### config.mk
export PLATFORM = sky130hd
export DESIGN_NAME = eirq_top
export DESIGN_NICKNAME = d
export VERILOG_FILES = /design/src/rtl/eirq_pkg.sv /design/src/rtl/eirq_rst_sync.sv /design/src/rtl/eirq_sync.sv /design/src/rtl/eirq_detect.sv /design/src/rtl/eirq_regs.sv /design/src/rtl/eirq_top.sv
export SDC_FILE = /design/constraint.sdc
export NUM_CORES = 1
export LEC_CHECK = 0
export ABC_AREA = 1
export BUFFER_PORTS_ARGS = -buffer_cell sky130_fd_sc_hd__buf_2
export CAP_MARGIN = 10
export CORE_UTILIZATION = 40
export DETAILED_ROUTE_END_ITERATION = 8
export PLACE_DENSITY_LB_ADDON = 0.3
export SLEW_MARGIN = 25
export SYNTH_ARGS = -nofsm -noshare
export SYNTH_HDL_FRONTEND = slang
export SYNTH_HIERARCHICAL = 1
export SYNTH_SLANG_ARGS = --single-unit
export TNS_END_PERCENT = 100
### constraint.sdc
create_clock -name clk -period 9 [get_ports clk]
set_input_delay 0.9 -clock clk [delete_from_list [all_inputs] [get_ports clk]]
set_output_delay 0.9 -clock clk [all_outputs]
set_load 0.02 [all_outputs]
### src/rtl/eirq_pkg.sv
package eirq_pkg;
  localparam int DATA_W = 32;
  localparam int TRG_W  = 3;
  localparam int NIB_W  = 4;
  localparam int SLOTS  = DATA_W / NIB_W;

  typedef enum logic [1:0] {
    TK_LEVEL = 2'b00,
    TK_FALL  = 2'b01,
    TK_RISE  = 2'b10,
    TK_BOTH  = 2'b11
  } trg_kind_e;

  function automatic trg_kind_e trg_kind(input logic [TRG_W-1:0] code);
    return trg_kind_e'(code[2:1]);
  endfunction
endpackage

### src/rtl/eirq_rst_sync.sv
module eirq_rst_sync (
  input  logic clk,
  input  logic rst_n_in,
  output logic rst_n_out
);
  logic [1:0] stage_q;
  logic [1:0] stage_nxt;

  assign stage_nxt = {stage_q[0], 1'b1};

  always_ff @(posedge clk or negedge rst_n_in) begin
    if (!rst_n_in) stage_q <= 2'b00;
    else           stage_q <= stage_nxt;
  end

  assign rst_n_out = stage_q[1];
endmodule

### src/rtl/eirq_sync.sv
module eirq_sync #(
  parameter int   N    = 24,
  parameter logic IDLE = 1'b1
) (
  input  logic         clk,
  input  logic         rst_n,
  input  logic [N-1:0] d,
  output logic [N-1:0] q
);
  logic [N-1:0] meta_q;
  logic [N-1:0] stab_q;

  always_ff @(posedge clk or negedge rst_n) begin
    if (!rst_n) begin
      meta_q <= {N{IDLE}};
      stab_q <= {N{IDLE}};
    end else begin
      meta_q <= d;
      stab_q <= meta_q;
    end
  end

  assign q = stab_q;
endmodule

### src/rtl/eirq_detect.sv
module eirq_detect
  import eirq_pkg::*;
#(
  parameter int   N    = 24,
  parameter logic IDLE = 1'b1
) (
  input  logic               clk,
  input  logic               rst_n,
  input  logic [N-1:0]       lvl,
  input  logic [N*TRG_W-1:0] cfg_flat,
  output logic [N-1:0]       evt
);
  logic [N-1:0] prev_q;
  logic [N-1:0] prev_nxt;

  assign prev_nxt = lvl;

  always_ff @(posedge clk or negedge rst_n) begin
    if (!rst_n) prev_q <= {N{IDLE}};
    else        prev_q <= prev_nxt;
  end

  for (genvar g = 0; g < N; g++) begin : g_pin
    logic [TRG_W-1:0] code;
    logic             rise;
    logic             fall;

    assign code = cfg_flat[g*TRG_W +: TRG_W];
    assign rise = lvl[g] & ~prev_q[g];
    assign fall = ~lvl[g] & prev_q[g];

    always_comb begin
      unique case (trg_kind(code))
        TK_LEVEL: evt[g] = code[0] ? lvl[g] : ~lvl[g];
        TK_FALL:  evt[g] = fall;
        TK_RISE:  evt[g] = rise;
        default:  evt[g] = rise | fall;
      endcase
    end
  end
endmodule

### src/rtl/eirq_regs.sv
module eirq_regs
  import eirq_pkg::*;
#(
  parameter int N      = 24,
  parameter int NDIR   = 4,
  parameter int NCFG   = 3,
  parameter int ADDR_W = 3
) (
  input  logic               clk,
  input  logic               rst_n,
  input  logic               bus_sel,
  input  logic               bus_wr,
  input  logic [ADDR_W-1:0]  bus_addr,
  input  logic [DATA_W-1:0]  bus_wdata,
  output logic [DATA_W-1:0]  bus_rdata,
  input  logic [N-1:0]       evt,
  output logic [N*TRG_W-1:0] cfg_flat,
  output logic [N-1:0]       pend_q,
  output logic [N-1:0]       mask_q
);
  localparam int PEND_ADDR = NCFG;
  localparam int MASK_ADDR = NCFG + 1;
  localparam logic [N-1:0] EXT_BITS = {N{1'b1}} << NDIR;

  logic                      wr_any;
  logic [N-1:0][TRG_W-1:0]   cfg_q;
  logic [N-1:0][TRG_W-1:0]   cfg_nxt;
  logic [N-1:0]              cfg_we;
  logic                      pend_wr;
  logic [N-1:0]              pend_clr;
  logic [N-1:0]              pend_nxt;
  logic                      mask_we;
  logic [N-1:0]              mask_nxt;
  logic [NCFG-1:0][DATA_W-1:0] cfg_word;

  assign wr_any = bus_sel & bus_wr;

  for (genvar g = 0; g < N; g++) begin : g_cfg
    localparam int R = g / SLOTS;
    localparam int S = g % SLOTS;
    assign cfg_we[g]  = wr_any & (bus_addr == ADDR_W'(R));
    assign cfg_nxt[g] = bus_wdata[S*NIB_W +: TRG_W];
  end

  always_ff @(posedge clk or negedge rst_n) begin
    if (!rst_n) begin
      cfg_q <= '0;
    end else begin
      for (int i = 0; i < N; i++) begin
        if (cfg_we[i]) cfg_q[i] <= cfg_nxt[i];
      end
    end
  end

  assign cfg_flat = cfg_q;

  // pending: clear on written ones, event has priority
  assign pend_wr  = wr_any & (bus_addr == ADDR_W'(PEND_ADDR));
  assign pend_clr = pend_wr ? bus_wdata[N-1:0] : '0;
  assign pend_nxt = ((pend_q & ~pend_clr) | evt) & EXT_BITS;

  always_ff @(posedge clk or negedge rst_n) begin
    if (!rst_n) pend_q <= '0;
    else        pend_q <= pend_nxt;
  end

  assign mask_we  = wr_any & (bus_addr == ADDR_W'(MASK_ADDR));
  assign mask_nxt = bus_wdata[N-1:0] & EXT_BITS;

  always_ff @(posedge clk or negedge rst_n) begin
    if (!rst_n)       mask_q <= EXT_BITS;
    else if (mask_we) mask_q <= mask_nxt;
  end

  for (genvar r = 0; r < NCFG; r++) begin : g_word
    for (genvar s = 0; s < SLOTS; s++) begin : g_slot
      if (r*SLOTS + s < N) begin : g_used
        assign cfg_word[r][s*NIB_W +: NIB_W] = {1'b0, cfg_q[r*SLOTS + s]};
      end else begin : g_empty
        assign cfg_word[r][s*NIB_W +: NIB_W] = '0;
      end
    end
  end

  always_comb begin
    bus_rdata = '0;
    if (bus_sel && !bus_wr) begin
      for (int r = 0; r < NCFG; r++) begin
        if (bus_addr == ADDR_W'(r)) bus_rdata = cfg_word[r];
      end
      if (bus_addr == ADDR_W'(PEND_ADDR)) bus_rdata = DATA_W'(pend_q);
      if (bus_addr == ADDR_W'(MASK_ADDR)) bus_rdata = DATA_W'(mask_q);
    end
  end

  logic unused_wdata;
  assign unused_wdata = ^bus_wdata;
endmodule

### src/rtl/eirq_top.sv
module eirq_top
  import eirq_pkg::*;
#(
  parameter int   NUM_PINS    = 24,
  parameter int   NUM_DIRECT  = 4,
  parameter int   LO_GRP_LAST = 7,
  parameter logic PIN_IDLE    = 1'b1,
  localparam int  NCFG        = (NUM_PINS + SLOTS - 1) / SLOTS,
  localparam int  ADDR_W      = $clog2(NCFG + 2)
) (
  input  logic                  clk,
  input  logic                  rst_n,
  input  logic [NUM_PINS-1:0]   ext_pin,
  input  logic                  bus_sel,
  input  logic                  bus_wr,
  input  logic [ADDR_W-1:0]     bus_addr,
  input  logic [DATA_W-1:0]     bus_wdata,
  output logic [DATA_W-1:0]     bus_rdata,
  output logic [NUM_DIRECT-1:0] irq_direct,
  output logic                  irq_grp_lo,
  output logic                  irq_grp_hi
);
  logic                      rst_n_sync;
  logic [NUM_PINS-1:0]       pin_s;
  logic [NUM_PINS-1:0]       evt;
  logic [NUM_PINS*TRG_W-1:0] cfg_flat;
  logic [NUM_PINS-1:0]       pend_q;
  logic [NUM_PINS-1:0]       mask_q;

  eirq_rst_sync u_rst (
    .clk       (clk),
    .rst_n_in  (rst_n),
    .rst_n_out (rst_n_sync)
  );

  eirq_sync #(.N(NUM_PINS), .IDLE(PIN_IDLE)) u_sync (
    .clk   (clk),
    .rst_n (rst_n_sync),
    .d     (ext_pin),
    .q     (pin_s)
  );

  eirq_detect #(.N(NUM_PINS), .IDLE(PIN_IDLE)) u_det (
    .clk      (clk),
    .rst_n    (rst_n_sync),
    .lvl      (pin_s),
    .cfg_flat (cfg_flat),
    .evt      (evt)
  );

  eirq_regs #(.N(NUM_PINS), .NDIR(NUM_DIRECT), .NCFG(NCFG), .ADDR_W(ADDR_W)) u_regs (
    .clk       (clk),
    .rst_n     (rst_n_sync),
    .bus_sel   (bus_sel),
    .bus_wr    (bus_wr),
    .bus_addr  (bus_addr),
    .bus_wdata (bus_wdata),
    .bus_rdata (bus_rdata),
    .evt       (evt),
    .cfg_flat  (cfg_flat),
    .pend_q    (pend_q),
    .mask_q    (mask_q)
  );

  assign irq_direct = evt[NUM_DIRECT-1:0];
  assign irq_grp_lo = |(pend_q[LO_GRP_LAST:NUM_DIRECT] & ~mask_q[LO_GRP_LAST:NUM_DIRECT]);
  assign irq_grp_hi = |(pend_q[NUM_PINS-1:LO_GRP_LAST+1] & ~mask_q[NUM_PINS-1:LO_GRP_LAST+1]);

  logic unused_low;
  assign unused_low = ^{pend_q[NUM_DIRECT-1:0], mask_q[NUM_DIRECT-1:0]};
endmodule

# == After elaboration in Yosys (flattened, before gate mapping) ==
# Cells that the tools add are included.
# op_classes
eq_ne,52
reduce_logical,29
bitwise_logic,133
n_mux,55
# ops
operator,n
$mux W31,5
$pmux W1 S3,24
$and A1 B1 Y1,54
$eq A2 B1 Y1 const B,24
$eq A2 B2 Y1 const B,24
$logic_not A2 Y1,24
$not A1 Y1,48
$mux W32,1
$and A24 B24 Y24,1
$mux W1,24
$mux W24,1
$not A24 Y24,1
$or A1 B1 Y1,24
$or A24 B24 Y24,1
$and A16 B16 Y16,1
$not A16 Y16,1
$reduce_or A16 Y1,1
$eq A3 B2 Y1 const B,2
$and A4 B4 Y4,1
$not A4 Y4,1
$reduce_or A4 Y1,1
$eq A3 B1 Y1 const B,1
$eq A3 B3 Y1 const B,1
$logic_not A3 Y1,1
2 further kinds,2
# totals
in_bits,63
wordCells,299
ff_bits,186

# == Longest topological paths before layout ==
# depth
ltp_word,7
depth_mapped,9
mapped_depth_nobuf,8

# == Hierarchy ==
# Netlist, hierarchy kept.
# by_module_without_submodules
mod,cells_per_inst,instances,area_each_um2,seq_area_each_um2
eirq_regs,661,1,5235.0,2827.7
eirq_detect,432,1,2912.8,630.6
eirq_sync,48,1,1261.2,1261.2
eirq_top,59,1,229.0,0.0
eirq_rst_sync,3,1,53.8,50.0

# == Least setup slack after synthesis ==
# OpenSTA, ideal clock, no wires.
# synth_path
path_type,input-to-output
start,input bus_addr[0]
end,output bus_rdata[17]
n_path_buf,1
required_time_ns,8.100
path_stages,7
t_arrival_ns,1.965
setup_slack_ns,6.135
cell_sequence,buf_4 > inv_1 > nor2_1 > nand2_1 > nand3_1 > nand2_1 > a21oi_1
# synth_via
elab_chain_len,7
word_cells_on_any_way,11
cone_classes,4 x eq/ne; 6 x mux; 1 x reduce/logical
# synth_lines
element,line,text
"start, declared",eirq_top.sv:16,"input logic [ADDR_W-1:0] bus_addr,"
$logic_not A3 Y1,eirq_regs.sv:89,if (bus_addr == ADDR_W'(r)) bus_rdata = cfg_word[r];
$mux W31 (3 in series),eirq_regs.sv:89,
$mux W31,eirq_regs.sv:91,if (bus_addr == ADDR_W'(PEND_ADDR)) bus_rdata = DATA_W'(pend_q);
$mux W31 *,eirq_regs.sv:92,if (bus_addr == ADDR_W'(MASK_ADDR)) bus_rdata = DATA_W'(mask_q);
$mux W32 *,eirq_regs.sv:87,if (bus_sel && !bus_wr) begin
"end, declared",eirq_top.sv:18,"output logic [DATA_W-1:0] bus_rdata,"
# Every way passes the cells marked *; elsewhere a longest branch is shown, timed or not.

# == Final worst setup path ==
# layout_path
start,input bus_addr[0]
end,output bus_rdata[10]
# Same word-level chain as after synthesis.

==> out/metrics.yaml <==
final_util: 0.4675
worst_setup_path_end_kind: "output port"
timing.clock.skew_ps: 7.997
timing.max_slew.rel_slack: 0.3086
final.min_clock_period_ps: 3871
crit_path_max_fanout: 31
route.final.wire_length_mm: 23.28
p_int_mw: 1.544
drt-pass1-iter-count: 5
cts.sinks: 186
post_layout_nets: 1389
switching_component_of_the_power_mw: 0.7126
worst_ep_arrival_time_ps: 2970
crit-reg2reg-launch: "u_rst/stage_q[1]"
static-leakage-power_nw: 5.711
final_layout_size_suffix_gt1_frac: 0.2022
worst-slew-pin-transition_ps: 1032
grtUsageTotal: 0.2031
tritoncts_clock_tree: "done"
post-route-period-util: 0.4301
clock-root-buffer: "sky130_fd_sc_hd__clkbuf_16"
ctsHoldBuffers: 0
drcViolationCount: 0
via_count_of_the_first_global_routing_pass: 7383
setup.reg_to_reg.worst_slack_ps: 7480
route.detailed.wl_per_inst_um: 14.46
fin_hold_ws_ps: 225.2
clock_power_share: 0.349
core_area_mm2: 0.02354
max_freq_ghz: 0.2583
sw_frac_of_total: 0.3157
diodes: 0
drt.antenna.violating_nets: 0
critPathLaunchType: "input pin"
hold_viol: 0
die_footprint_mm2: 0.02470
netlist_area_mm2: 0.009632
multi_input_area_mm2: 0.003792
required_ps: 8100
worst_setup_hold_path_clk_slew_ps: 70
gp_congestion: 0.7809
power.density_mw_per_mm2: 205.1
cts-resized-gates: 0
outcome: "finished clean"
clk_path_buf_depth: 2
die_height_um: 157.2
hpwlAfterDp_mm: 15.92
yosys_warnings: 6
drv_slew: 0
starting_density: 0.4091
unrepaired_setup_endpoints_after_global_routing: "no"
clk-insertion-delay-late_ps: 440
r2r_end: "u_regs/cfg_flat[8]"
cts_inserted_buffers: 17
ff_to_ff_path_depth: 1
initialDrtViolationCount: 572
crit_path_end: "bus_rdata[10]"
vdd_drop_max_uv: 108.6
ios: 101
cp-startpoint: "bus_addr[0]"
syn_avg_cell_area_um2: 8.060
placement.cell_area_mm2: 0.01039
timing.max_cap.violations: 0
crit_type: "input pin to output port"
num_rows: 56
worstHoldPathType: "input pin to async pin"
share_comb_of_total_power: 0.163
post_synthesis_cell_count: 1195
setup_violations: 0
dp_cells: 1578
dieWidth_um: 157.2
fillerInstances: 2343
setup_tns_ps: 0
cts_htree_levels: 4
overflow: 0
number_of_port_buffers: 94
cts_post_setup_buffers_inserted: 0
final-seq-area_mm2: 0.004773
grt_first_pass_wirelength_mm: 38.17
fin_area_mm2: 0.01101
vias: 7743
grt_max_degree: 143
seqPwrFrac: 0.487
final_cell_count_no_fill: 1610
grt_antenna_before_repair: 0
drt-vias-per-instance: 4.809
area.growth.synth_to_final_pct: 14.28
layout by cell type, fill, tap and decap left out:
cell	n
sky130_fd_sc_hd__nand3b_1	24
sky130_fd_sc_hd__nor2_2	2
sky130_fd_sc_hd__ha_1	48
sky130_fd_sc_hd__buf_4	6
sky130_fd_sc_hd__buf_12	1
sky130_fd_sc_hd__o21ai_0	74
sky130_fd_sc_hd__dfrtp_4	1
sky130_fd_sc_hd__nand2_1	292
sky130_fd_sc_hd__nand3_2	26
sky130_fd_sc_hd__o21ai_1	53
sky130_fd_sc_hd__inv_1	233
sky130_fd_sc_hd__clkinv_8	1
sky130_fd_sc_hd__clkbuf_8	1
sky130_fd_sc_hd__buf_2	94
sky130_fd_sc_hd__inv_6	5
sky130_fd_sc_hd__dfstp_2	92
sky130_fd_sc_hd__bufinv_16	2
sky130_fd_sc_hd__nor3_1	1
sky130_fd_sc_hd__o2111ai_1	1
sky130_fd_sc_hd__a21oi_1	19
sky130_fd_sc_hd__nor2_1	71
sky130_fd_sc_hd__nand2_2	2
sky130_fd_sc_hd__clkinv_4	1
sky130_fd_sc_hd__clkbuf_16	17
sky130_fd_sc_hd__conb_1	4
sky130_fd_sc_hd__inv_8	3
sky130_fd_sc_hd__nor3_2	1
sky130_fd_sc_hd__nand4_1	7
sky130_fd_sc_hd__dfrtp_1	93
sky130_fd_sc_hd__inv_2	4
sky130_fd_sc_hd__clkinvlp_4	2
sky130_fd_sc_hd__nand3_1	110
power groups by stage:
stage | sequential [mW] | combinational [mW] | clock [mW]
after floorplan | 1.08 | 0.272 | 0
after CTS | 1.10 | 0.371 | 0.807
final | 1.10 | 0.369 | 0.789
after detailed placement | 1.11 | 0.368 | 0
after global placement | 1.11 | 0.356 | 0
after global routing | 1.12 | 0.431 | 0.843
per-layer routing:
layer  wire length (µm)  up-vias  global-route usage  part of all wire
met1              10880     3648              0.2712              0.47
met3               1053       35             0.03992             0.045
met2              10800      195              0.3287              0.46
li1                   -     3865                   -                 -
met5                  0        -                   0                 0
met4                545        0             0.06935             0.023
through the flow:
stage	power [mW]	setup slack, ps
after floorplan	1.353	3594
after global placement	1.465	4910
after detailed placement	1.482	4846
after CTS	2.278	4841
after global routing	2.395	5006
final	2.257	5129
registers in the layout, indices dropped and copies added, names as in the netlist:
register and flops:
u_rst/stage_q 2, u_regs/mask_q 20, u_regs/pend_q 20, u_sync/q 24, u_regs/cfg_flat 72, u_det/prev_q 24
u_sync/meta_q 24
cell type report:
cell class / count / area share
clock inverters: 14 / 0.01614
inverters: 237 / 0.08082
well taps: 319 / 0.03626
repair buffers: 101 / 0.04865
multi-input cells: 735 / 0.3445
clock buffers: 18 / 0.03990
flip-flops and latches: 186 / 0.4337
worst max-delay path, cell delays in order:
cell                      delay, ps
sky130_fd_sc_hd__buf_2          190
sky130_fd_sc_hd__nor2_2         600
sky130_fd_sc_hd__nand2_2        590
sky130_fd_sc_hd__nand3_1        240
sky130_fd_sc_hd__nor2_1          60
sky130_fd_sc_hd__nor2_1         180
sky130_fd_sc_hd__buf_2          210
worst min path at each step:
| stage | from | to | slack, ps | cells after the start |
|---|---|---|---|---|
| 2_1_floorplan | u_rst/stage_q[0] | u_rst/stage_q[1] | 330 | 0 |
| 3_3_place_gp | u_rst/stage_q[0] | u_rst/stage_q[1] | 330 | 0 |
| 3_5_place_dp | u_rst/stage_q[0] | u_rst/stage_q[1] | 340 | 0 |
| 4_1_cts | rst_n | u_rst/stage_q[1] | 210 | 1 |
| 5_1_grt | rst_n | u_rst/stage_q[1] | 200 | 1 |
| 6_report | rst_n | u_rst/stage_q[1] | 230 | 1 |
No activity file was read; power rests on OpenSTA's default activity.
